[config.mk]
export PLATFORM = sky130hd
export DESIGN_NAME = mfm_byte_writer
export DESIGN_NICKNAME = d
export VERILOG_FILES = /design/src/rtl/mfm_wr_pkg.sv /design/src/rtl/mfm_rate_gen.sv /design/src/rtl/mfm_reserve.sv /design/src/rtl/mfm_shifter.sv /design/src/rtl/mfm_byte_writer.sv
export SDC_FILE = /design/constraint.sdc
export NUM_CORES = 1
export LEC_CHECK = 0
export BUFFER_PORTS_ARGS = -buffer_cell sky130_fd_sc_hd__buf_2
export CAP_MARGIN = 5
export CORE_MARGIN = 1
export CORE_UTILIZATION = 56
export CTS_CLUSTER_SIZE = 10
export DETAILED_ROUTE_END_ITERATION = 16
export HOLD_SLACK_MARGIN = 0.06
export PLACE_DENSITY_LB_ADDON = 0.12
export SYNTH_ARGS = -nofsm -noshare
export SYNTH_HDL_FRONTEND = slang
export SYNTH_SLANG_ARGS = --single-unit
[constraint.sdc]
create_clock -name clk -period 3.62 [get_ports clk]
set_input_delay 0 -clock clk [delete_from_list [all_inputs] [get_ports clk]]
set_output_delay 0 -clock clk [all_outputs]
set_load 0.005 [all_outputs]
[src/rtl/mfm_wr_pkg.sv]
package mfm_wr_pkg;

  localparam logic [7:0] GAP_DATA = 8'h4E;
  localparam logic [7:0] GAP_MASK = 8'hFF;

  typedef struct packed {
    logic [7:0] data;
    logic [7:0] mask;
  } mfm_byte_t;

  // Clock half-cell: pulse only between two zero data bits, when allowed by the mask.
  function automatic logic clock_half(input logic prev_bit, input logic cur_bit,
                                      input logic mask_bit);
    return mask_bit & ~prev_bit & ~cur_bit;
  endfunction

endpackage

[src/rtl/mfm_rate_gen.sv]
module mfm_rate_gen #(
  parameter int HALF_CELL_DD = 200
) (
  input  logic       clk,
  input  logic       rst_n,
  input  logic       en,
  input  logic [1:0] density,
  output logic       tick
);
  localparam int CNT_W  = (HALF_CELL_DD > 2) ? $clog2(HALF_CELL_DD) : 1;
  localparam int LIM_DD = HALF_CELL_DD - 1;
  localparam int LIM_HD = HALF_CELL_DD / 2 - 1;
  localparam int LIM_ED = HALF_CELL_DD / 4 - 1;

  logic [CNT_W-1:0] cnt_q;
  logic [CNT_W-1:0] lim;

  always_comb begin
    case (density)
      2'd0:    lim = CNT_W'(LIM_DD);
      2'd1:    lim = CNT_W'(LIM_HD);
      default: lim = CNT_W'(LIM_ED);
    endcase
  end

  assign tick = en && (cnt_q >= lim);

  always_ff @(posedge clk) begin
    if (!rst_n || !en || tick) cnt_q <= '0;
    else                       cnt_q <= cnt_q + 1'b1;
  end
endmodule

[src/rtl/mfm_reserve.sv]
module mfm_reserve (
  input  logic       clk,
  input  logic       rst_n,
  input  logic       in_valid,
  input  logic [7:0] in_data,
  input  logic       take,
  output logic       in_ready,
  output logic       full,
  output logic [7:0] res_data
);
  logic       full_q;
  logic [7:0] data_q;
  logic       accept;

  assign accept   = in_valid && !full_q;
  assign in_ready = !full_q;
  assign full     = full_q;
  assign res_data = data_q;

  always_ff @(posedge clk) begin
    if (!rst_n) begin
      full_q <= 1'b0;
      data_q <= '0;
    end else if (accept) begin
      full_q <= 1'b1;
      data_q <= in_data;
    end else if (take) begin
      full_q <= 1'b0;
    end
  end
endmodule

[src/rtl/mfm_shifter.sv]
module mfm_shifter
  import mfm_wr_pkg::*;
(
  input  logic       clk,
  input  logic       rst_n,
  input  logic       run,
  input  logic       tick,
  input  logic       res_full,
  input  logic [7:0] res_data,
  input  logic [7:0] mask_reg,
  output logic       take,
  output logic       active,
  output logic       flux,
  output logic       half_tick,
  output logic       underrun
);
  logic       active_q, phase_q, prev_q, flux_q, ht_q, und_q;
  logic [2:0] cnt_q;
  logic [7:0] sh_data;
  logic [6:0] sh_mask;
  logic       end_of_byte, load;
  mfm_byte_t  src;

  assign end_of_byte = active_q && tick && phase_q && (cnt_q == 3'd7);
  assign load        = run && (!active_q || end_of_byte);
  assign take        = load && res_full;
  assign src         = res_full ? '{data: res_data, mask: mask_reg}
                                : '{data: GAP_DATA, mask: GAP_MASK};

  assign active    = active_q;
  assign flux      = flux_q;
  assign half_tick = ht_q;
  assign underrun  = und_q;

  always_ff @(posedge clk) begin
    if (!rst_n || !run) begin
      active_q <= 1'b0;
      phase_q  <= 1'b0;
      prev_q   <= 1'b0;
      flux_q   <= 1'b0;
      ht_q     <= 1'b0;
      und_q    <= 1'b0;
      cnt_q    <= '0;
      sh_data  <= '0;
      sh_mask  <= '0;
    end else begin
      ht_q <= 1'b0;
      if (load) begin
        active_q <= 1'b1;
        sh_data  <= src.data;
        sh_mask  <= src.mask[6:0];
        cnt_q    <= '0;
        phase_q  <= 1'b0;
        flux_q   <= clock_half(prev_q, src.data[7], src.mask[7]);
        ht_q     <= 1'b1;
        if (!res_full) und_q <= 1'b1;
      end else if (tick) begin
        ht_q <= 1'b1;
        if (!phase_q) begin
          phase_q <= 1'b1;
          flux_q  <= sh_data[7];
          prev_q  <= sh_data[7];
        end else begin
          phase_q <= 1'b0;
          cnt_q   <= cnt_q + 3'd1;
          sh_data <= {sh_data[6:0], 1'b0};
          sh_mask <= {sh_mask[5:0], 1'b0};
          flux_q  <= clock_half(prev_q, sh_data[6], sh_mask[6]);
        end
      end
    end
  end
endmodule

[src/rtl/mfm_byte_writer.sv]
module mfm_byte_writer #(
  parameter int HALF_CELL_DD = 200
) (
  input  logic       clk,
  input  logic       rst_n,
  input  logic       run,
  input  logic [1:0] density,
  input  logic       data_valid,
  input  logic [7:0] data_in,
  output logic       data_ready,
  input  logic       clk_mask_wr,
  input  logic [7:0] clk_mask_in,
  output logic       flux_out,
  output logic       half_tick,
  output logic       underrun
);
  logic [7:0] mask_reg;
  logic       res_full, take, active, tick;
  logic [7:0] res_data;

  always_ff @(posedge clk) begin
    if (!rst_n)           mask_reg <= 8'hFF;
    else if (clk_mask_wr) mask_reg <= clk_mask_in;
  end

  mfm_reserve u_reserve (
    .clk      (clk),
    .rst_n    (rst_n),
    .in_valid (data_valid),
    .in_data  (data_in),
    .take     (take),
    .in_ready (data_ready),
    .full     (res_full),
    .res_data (res_data)
  );

  mfm_rate_gen #(.HALF_CELL_DD(HALF_CELL_DD)) u_rate (
    .clk     (clk),
    .rst_n   (rst_n),
    .en      (active),
    .density (density),
    .tick    (tick)
  );

  mfm_shifter u_shift (
    .clk       (clk),
    .rst_n     (rst_n),
    .run       (run),
    .tick      (tick),
    .res_full  (res_full),
    .res_data  (res_data),
    .mask_reg  (mask_reg),
    .take      (take),
    .active    (active),
    .flux      (flux_out),
    .half_tick (half_tick),
    .underrun  (underrun)
  );
endmodule

[Word level (Yosys, flattened, before mapping)]
Index checks and enable logic that the tools add are counted.
Operators by class
  bitwise operators: 10
  shifts and indexed selects: 0
  multiplexer cells: 16
  reduce and logical (&&, ||, !) cells: 24
  multipliers: 0
  $add $sub $neg: 2
  divide/modulo/power cells: 0
  equal/unequal tests: 2
  order comparisons: 1
Operators by type and width (number)
  8-bit 2-to-1 mux: 3
  7-bit 2-to-1 mux: 3
  16-bit 2-to-1 mux: 1
  8-bit case mux with 2 select lines: 1
  8-bit by 1-bit adder with 8-bit output, second input constant: 1
  8-bit greater-or-equal comparator: 1
  1-bit 2-to-1 mux: 8
  1-bit logical AND: 7
  1-bit NOT: 6
  2-bit AND reduction: 3
  2-bit nonzero test: 3
  1-bit AND: 4
  1-bit zero test: 4
  1-bit logical OR: 4
  3-bit by 1-bit adder with 3-bit output, second input constant: 1
  3-bit == test, second input constant: 1
  3-bit AND reduction: 1
  2-bit by 1-bit == test with 1-bit output, second input constant: 1
  2-bit zero test: 1
  2-bit OR reduction: 1
Storage, ports and cells
  output and inout port bits: 4
  RAM bits: 0
  memories kept: 0
  bits in read-only memories: 0
  register bits after elaboration: 49
  word-level logic and storage cells: 68
  bits of input ports: 23
  bits in latches: 0

[Longest topological paths before layout]
Gate-level depths: netlist of the first run.
  word-level depth: 12
  gate-level depth with buffers: 9
  gate-level depth less buffers: 8

[By module]
Synthesis of the first run repeated with hierarchy kept, for this count alone.
Unflattened totals
  cells, all modules: 245
  area total of the unflattened synthesis: 2317.2 um^2
Modules (own cells, without submodules)
  mfm_shifter: area an instance 1188.6 um^2, seq. area each 480.5 um^2, times used 1, cells each 127
  mfm_rate_gen: area an instance 466.7 um^2, seq. area each 160.2 um^2, times used 1, cells each 52
  mfm_reserve: area an instance 376.6 um^2, seq. area each 180.2 um^2, times used 1, cells each 40
  mfm_byte_writer: area an instance 285.3 um^2, seq. area each 160.2 um^2, times used 1, cells each 26

[Worst setup path before layout of the first run]
Ideal clock, no wire load.
  path kind: flip-flop to flip-flop
  start point: reg u_rate.cnt_q[2]
  end point: reg u_shift.cnt_q[1]
  setup time: 0.124 ns
  stages on the path, launching flop included: 8
  clock period less this slack: 1.816 ns
  data required time: 3.496 ns
  path buffers: 1
  arrival: 1.692 ns
  path slack: 1.804 ns
  cells stage by stage: dfxtp_1 -> ha_1 -> a211oi_2 -> a21oi_2 -> o211ai_4 -> buf_6 -> mux2i_1 -> nor2_1
Between the ends
  longest elaborated chain between the ends: 8
  elaborated cells on any way between the ends: 9
  classes of those cells: order compare (1); reduce/logical (8)
RTL lines
  start: declaration: line mfm_rate_gen.sv:15  | logic [CNT_W-1:0] cnt_q;
  start signal: assignment: line mfm_rate_gen.sv:30  | else cnt_q <= cnt_q + 1'b1;
  8-bit greater-or-equal comparator (*): line mfm_rate_gen.sv:26  | assign tick = en && (cnt_q >= lim);
  1-bit logical AND (*): line mfm_rate_gen.sv:26
  1-bit logical AND (3 in a row): line mfm_shifter.sv:24  | assign end_of_byte = active_q && tick && phase_q && (cnt_q == 3'd7);
  1-bit logical OR: line mfm_shifter.sv:25  | assign load = run && (!active_q || end_of_byte);
  1-bit logical AND: line mfm_shifter.sv:25
  2-bit OR reduction (no line)
  end signal: assignment: line mfm_shifter.sv:65  | cnt_q <= cnt_q + 3'd1;
  end: declaration: line mfm_shifter.sv:18  | logic [2:0] cnt_q;
Every way passes the cells marked *; elsewhere a longest branch is shown, timed or not.
A chain may end at the register's enable or synchronous reset.

[Worst setup path in the final report of the first run]
  start point: reg u_shift.cnt_q[0]
  end point: reg u_shift.sh_data[1]
Between the ends
  longest elaborated chain between the ends: 6
  elaborated cells on any way between the ends: 8
  classes of those cells: eq/ne (1); mux (1); reduce/logical (6)
RTL lines
  3-bit == test (*): line mfm_shifter.sv:24
  1-bit logical AND (*): line mfm_shifter.sv:24
  1-bit logical OR (*): line mfm_shifter.sv:25
  1-bit logical AND (*): line mfm_shifter.sv:25
  2-bit nonzero test (no line)
  2-bit AND reduction (no line)
  end signal: assignment: line mfm_shifter.sv:50  | sh_data <= src.data;
  end signal: assignment: line mfm_shifter.sv:66  | sh_data <= {sh_data[6:0], 1'b0};
  end: declaration: line mfm_shifter.sv:19  | logic [7:0] sh_data;
Marks and branches as above.

==> results.yml, run 1 <==
outcome:
  status: "finished clean"
power:
  p_leak_nw: 1.109
  finalPower_w: 0.001083
  ir_worst_vdd_mv: 0.3097
  powerDensity_mw_per_mm2: 398.4
floorplanning:
  initial_core_util: 0.5999
  die-area_mm2: 0.004268
  rows: 22
  die_h_um: 65.33
  die_x_um: 65.33
  io_pins: 27
  coreArea_mm2: 0.003744
yosys:
  syn-cell-area_mm2: 0.002246
  synthCells: 246
  ys_types: 40
  synth_edf_count: 0
  yosysWarnings: 0
  synthesis.nets: 278
  synth_flop_cell: "dfxtp_1"
  ys_async_sr_fraction: 0
  ys_ff_latch: 49
  seq_area_frac_synth: 0.4368
  syn_avg_cell_area_um2: 9.130
timing:
  period_share: 0.6144
  tightestPinTransition_ns: 0.7735
  post-route-min-period_ns: 2.224
  max_freq_ghz: 0.4496
  setup_tns_ns: 0
  rsz0062_at_grt: "no"
  finClkSkew_ns: 0.003746
  max_slew_margin: 0.4819
  setup_viol: 0
  hold_viol: 0
  drv_slew: 0
global_route:
  grt_max_degree: 28
  grt_pass1_vias: 1739
  grt_pass1_wl_mm: 8.086
  overflow: 0
  grt_usage: 0.2476
  antenna_found_initial: 0
setup_path:
  slowest_stage: "dfxtp_1"
  crit_path_end_kind: "register"
  worst-setup-path-type: "register to register"
  required_ns: 3.84
  cpPeakStageDelay_ns: 0.36
  path_max_fanout: 11
  crit_arrival_ns: 2.44
  r2r_slack_ns: 1.40
  start_kind: "register"
  ff2ff_path_depth: 7
  rr_endpoint: "u_shift.sh_data[1]"
  reg2reg_from: "u_shift.cnt_q[0]"
  cp_cell_sequence: "ha_1 -> ha_1 -> nand2_1 -> a21bo_2 -> a31oi_1 -> nand2_1 -> o221ai_1"
route:
  drc: 0
  ant_nets: 0
  wl_per_cell_um: 14.16
  totalWireLength_mm: 4.744
  viasPerCell: 5.585
  num_vias: 1871
  dr.pass1.iters: 4
  drt_iter0_drc: 88
hold_path:
  hold_path_depth: 2
  hold_path_end: "u_reserve.res_data[3]"
  hold_start: "rst_n"
  min_path_type: "primary input to register"
cells_and_area:
  syn2layout_area_growth_pct: 21.00
  multiInputGateArea_mm2: 0.001164
  nNetsFinal: 318
  final_common_cell: "dfxtp_1"
  diodes: 0
  regArea_um2: 980.9
  drive_gt1_frac: 0.1498
  layout_common_cells: "dfxtp_1 (49), nand2_1 (28), buf_2 (26), dlygate4sd3_1 (24), nor2_1 (22)"
  final-instance-count-excl-fill: 335
  final.fill_count: 265
clock_network:
  numCtsBuffers: 5
  tritoncts: "yes"
  clkLatencyLatePin_ns: 0.30
  clockRootBuffer: "clkbuf_8"
  cts_setup_buffers: 0
  h-tree-depth: 2
  cts.clk_slew.worst_paths_ns: 0.09
  cts_buffer_depth: 2
  cts_sinks: 49
place:
  hpwlAfterDp_mm: 2.886
  dpl.cell_count: 303
  place_congestion: 0.8118
  portBuffers: 26
run:
  max_cap_violations: 0
[worst max-delay path by stage]
| stage | from | endpoint | depth (start not counted) |
|---|---|---|---|
| floorplan | u_rate.cnt_q[2] | u_shift.cnt_q[1] | 7 |
| global placement | density[1] | u_shift.sh_data[3] | 8 |
| detailed placement | density[1] | u_shift.sh_data[4] | 9 |
| CTS | u_rate.cnt_q[5] | u_shift.sh_data[5] | 6 |
| global route | u_shift.cnt_q[0] | u_shift.sh_data[2] | 7 |
| finish | u_shift.cnt_q[0] | u_shift.sh_data[1] | 7 |
[metrics by stage]
step,util,cell area [um2],hold WS (ns),worst slack [ns]
2_1_floorplan,-,2246,0.1285,1.804
3_3_place_gp,0.6307,2361,0.2125,1.377
3_5_place_dp,0.6307,2361,0.2179,1.318
4_1_cts,0.7259,2718,0.1084,1.378
5_1_grt,0.7259,2718,0.1150,1.075
6_report,0.7259,2718,0.1095,1.396
[layout make-up]
cell class,count,area share
multi-input cells,173,0.4282
flip-flops and latches,49,0.3610
repair buffers,50,0.1363
clock buffers,7,0.03177
well taps,48,0.02210
clock inverters,1,0.01105
inverters,7,0.009668
[worst max-delay path, delay by kind of cell, from the launching register on]
| kind | cells | cell delay [ns] |
|---|---|---|
| compound gates | 3 | 0.84 |
| fa+ha+maj | 2 | 0.49 |
| flops | 1 | 0.36 |
| simple gates | 2 | 0.44 |
[report_power, final]
group          switching, W  internal, W
Clock              0.000177     0.000225
Sequential        0.0000170     0.000559
Combinational     0.0000524    0.0000521
[metal layers]
| metal | vias up | track usage | share of wire |
|---|---|---|---|
| li1 | 956 | - | - |
| met2 | 34 | 0.4201 | 0.48 |
| met3 | 4 | 0.05208 | 0.028 |
| met4 | 0 | 0.06522 | 0.0076 |
| met5 | - | 0 | 0 |
| met1 | 877 | 0.3170 | 0.49 |
[cell families after synthesis]
group | after synthesis | share of synthesized area
simple gates | 89 | 0.1889
flops | 49 | 0.4368
buf+inv | 24 | 0.04513
mux | 16 | 0.07131
compound gates | 51 | 0.1766
fa+ha+maj | 9 | 0.05014
xor+xnor | 8 | 0.03120
[what timing repair did]
action / 4_1_cts / 5_1_grt
hold endpoints to repair: 16 / 0
hold buffers: 24 / 0
gates resized for setup: 0 / 0
[cell usage after synthesis (all sizes together), types with 4 or more instances]
| cell | instances | share of area |
|---|---|---|
| dfxtp | 49 | 0.44 |
| nand2 | 28 | 0.047 |
| nor2 | 23 | 0.040 |
| mux2i | 16 | 0.071 |
| clkbuf | 14 | 0.024 |
| a21oi | 11 | 0.026 |
| ha | 9 | 0.050 |
| nand3 | 9 | 0.020 |
| nand4 | 9 | 0.025 |
| a21boi | 8 | 0.027 |
| nand3b | 8 | 0.027 |
| o221ai | 8 | 0.031 |
| a211oi | 7 | 0.028 |
| inv | 7 | 0.012 |
| xor2 | 7 | 0.027 |
| nor3 | 5 | 0.011 |
| o21ai | 4 | 0.0089 |
No activity file was read; power rests on OpenSTA's default activity.
==> run 2: changes to the inputs <==
==> constraint.sdc (replaced) <==
create_clock -name clk -period 2.1 [get_ports clk]
set_input_delay 0 -clock clk [delete_from_list [all_inputs] [get_ports clk]]
set_output_delay 0 -clock clk [all_outputs]
set_load 0.005 [all_outputs]
==> results.yml, run 2 (synthesized netlist as in run 1, its figures left out) <==
clock_network:
  h-tree-depth: 2
  clockRootBuffer: "clkbuf_8"
  cts_setup_buffers: 0
  numCtsBuffers: 5
  clkLatencyLatePin_ns: 0.30
  cts_sinks: 49
  cts_buffer_depth: 2
  tritoncts: "yes"
  cts.clk_slew.worst_paths_ns: 0.08
timing:
  setup_viol: 0
  rsz0062_at_grt: "no"
  finClkSkew_ns: 0.007401
  max_freq_ghz: 0.5255
  setup_tns_ns: 0
  post-route-min-period_ns: 1.903
  drv_slew: 0
  tightestPinTransition_ns: 0.6281
  max_slew_margin: 0.5804
  hold_ws_ns: 0.09032
  hold_viol: 0
  period_share: 0.9062
place:
  dpl.cell_count: 311
  place_congestion: 0.7983
  hpwlAfterDp_mm: 3.177
  portBuffers: 26
setup_path:
  slowest_stage: "dfxtp_1"
  cp.depth: 7
  path_max_fanout: 27
  ff2ff_path_depth: 7
  crit_path_end_kind: "register"
  start_kind: "register"
  cpLargestDelayFamily: "compound AO/OA/AOI/OAI gates"
  crit_arrival_ns: 2.10
  cp_num_buf_inv: 1
  cpPeakStageDelay_ns: 0.41
  worst-setup-path-type: "register to register"
  required_ns: 2.29
  cp_cell_sequence: "ha_1 -> a211oi_2 -> o21bai_2 -> o211ai_4 -> buf_12 -> nor3_1 -> a221o_1"
route:
  drc: 0
  wl_per_cell_um: 14.35
  drt_iter0_drc: 76
  viasPerCell: 5.573
  dr.pass1.iters: 4
  num_vias: 1906
  totalWireLength_mm: 4.909
  ant_nets: 0
power:
  swShare: 0.2418
  clkPwrFrac: 0.322
  powerDensity_mw_per_mm2: 631.1
  finalPower_w: 0.001742
  p_switching_w: 0.0004212
  ir_worst_vdd_mv: 0.4643
  p_leak_nw: 1.141
  pwr-share-seq: 0.569
  cell_internal_pwr_w: 0.001321
  p_comb_frac: 0.109
global_route:
  grt_pass1_wl_mm: 8.424
  grt_pass1_vias: 1841
  overflow: 0
  antenna_found_initial: 0
  grt_usage: 0.2582
  grt_max_degree: 28
floorplanning:
  io_pins: 27
  initial_core_util: 0.5999
  die_x_um: 65.33
  rows: 22
  coreArea_mm2: 0.003744
  die-area_mm2: 0.004268
  die_h_um: 65.33
cells_and_area:
  diodes: 0
  regArea_um2: 980.9
  syn2layout_area_growth_pct: 22.90
  drive_gt1_frac: 0.1701
  layout_common_cells: "dfxtp_1 (49), nand2_1 (28), buf_2 (26), dlygate4sd3_1 (24), nor2_1 (22)"
  fin_util: 0.7373
  multiInputGateArea_mm2: 0.001164
  final_common_cell: "dfxtp_1"
  nNetsFinal: 326
  final.fill_count: 300
  final-instance-count-excl-fill: 342
hold_path:
  min_path_type: "primary input to register"
  hold_path_depth: 3
outcome:
  status: "finished clean"
run:
  max_cap_violations: 0
[run 2: changes by cell type in the layout (fill, tap and decap cells not counted)]
cell,previous run,this run
buf_12,0,1
buf_4,0,7
bufinv_16,1,0
[run 2: path summary, 6_finish.rpt]
kind                                            start                     to  slack [ns]
worst max register to register        u_rate.cnt_q[5]     u_shift.sh_data[3]        0.20
worst min-delay path                              run         u_shift.active        0.09
worst max-delay path                  u_rate.cnt_q[5]     u_shift.sh_data[3]        0.20
worst min register to register  u_reserve.res_data[2]  u_reserve.res_data[2]        0.47
[run 2: stage by stage]
| step | setup WS (ns) | area (um2) |
|---|---|---|
| 2_1_floorplan | 0.2842 | 2246 |
| 5_1_grt | 0.05973 | 2760 |
| 3_5_place_dp | 0.1039 | 2434 |
| 6_report | 0.1971 | 2760 |
| 3_3_place_gp | 0.1723 | 2434 |
| 4_1_cts | 0.1974 | 2760 |
[run 2: repair_timing]
item	in CTS	in global routing
resized for setup	0	0
endpoints found under the hold margin	16	0
hold buffers	24	0
endpoints found under the setup margin	0	0
[run 2: power by group through the flow]
| stage | Combinational [W] | Clock [W] | Sequential [W] |
|---|---|---|---|
| after floorplan | 0.000107 | 0 | 0.000999 |
| after global placement | 0.000147 | 0 | 0.00101 |
| after detailed placement | 0.000151 | 0 | 0.00101 |
| after CTS | 0.000186 | 0.000562 | 0.000991 |
| after global routing | 0.000210 | 0.000609 | 0.000996 |
| final | 0.000190 | 0.000561 | 0.000992 |
[run 2: final cells by class]
cell class / instances / share of cell area
multi-input cells: 173 / 0.4216
flip-flops and latches: 49 / 0.3554
repair buffers: 58 / 0.1605
clock buffers: 7 / 0.03128
well taps: 48 / 0.02176
inverters: 7 / 0.009519
[run 2: worst reg2reg max path, cell delays in order, from the launching register on]
cell and delay (ns):
dfxtp_1 0.41, ha_1 0.28, a211oi_2 0.25, o21bai_2 0.14, o211ai_4 0.19, buf_12 0.20, nor3_1 0.07, a221o_1 0.25
[run 2: per-layer routing]
layer,GRT usage,part of all wire
met1,0.3047,0.47
met2,0.4665,0.49
met3,0.05903,0.031
met4,0.06522,0.011
met5,0,0
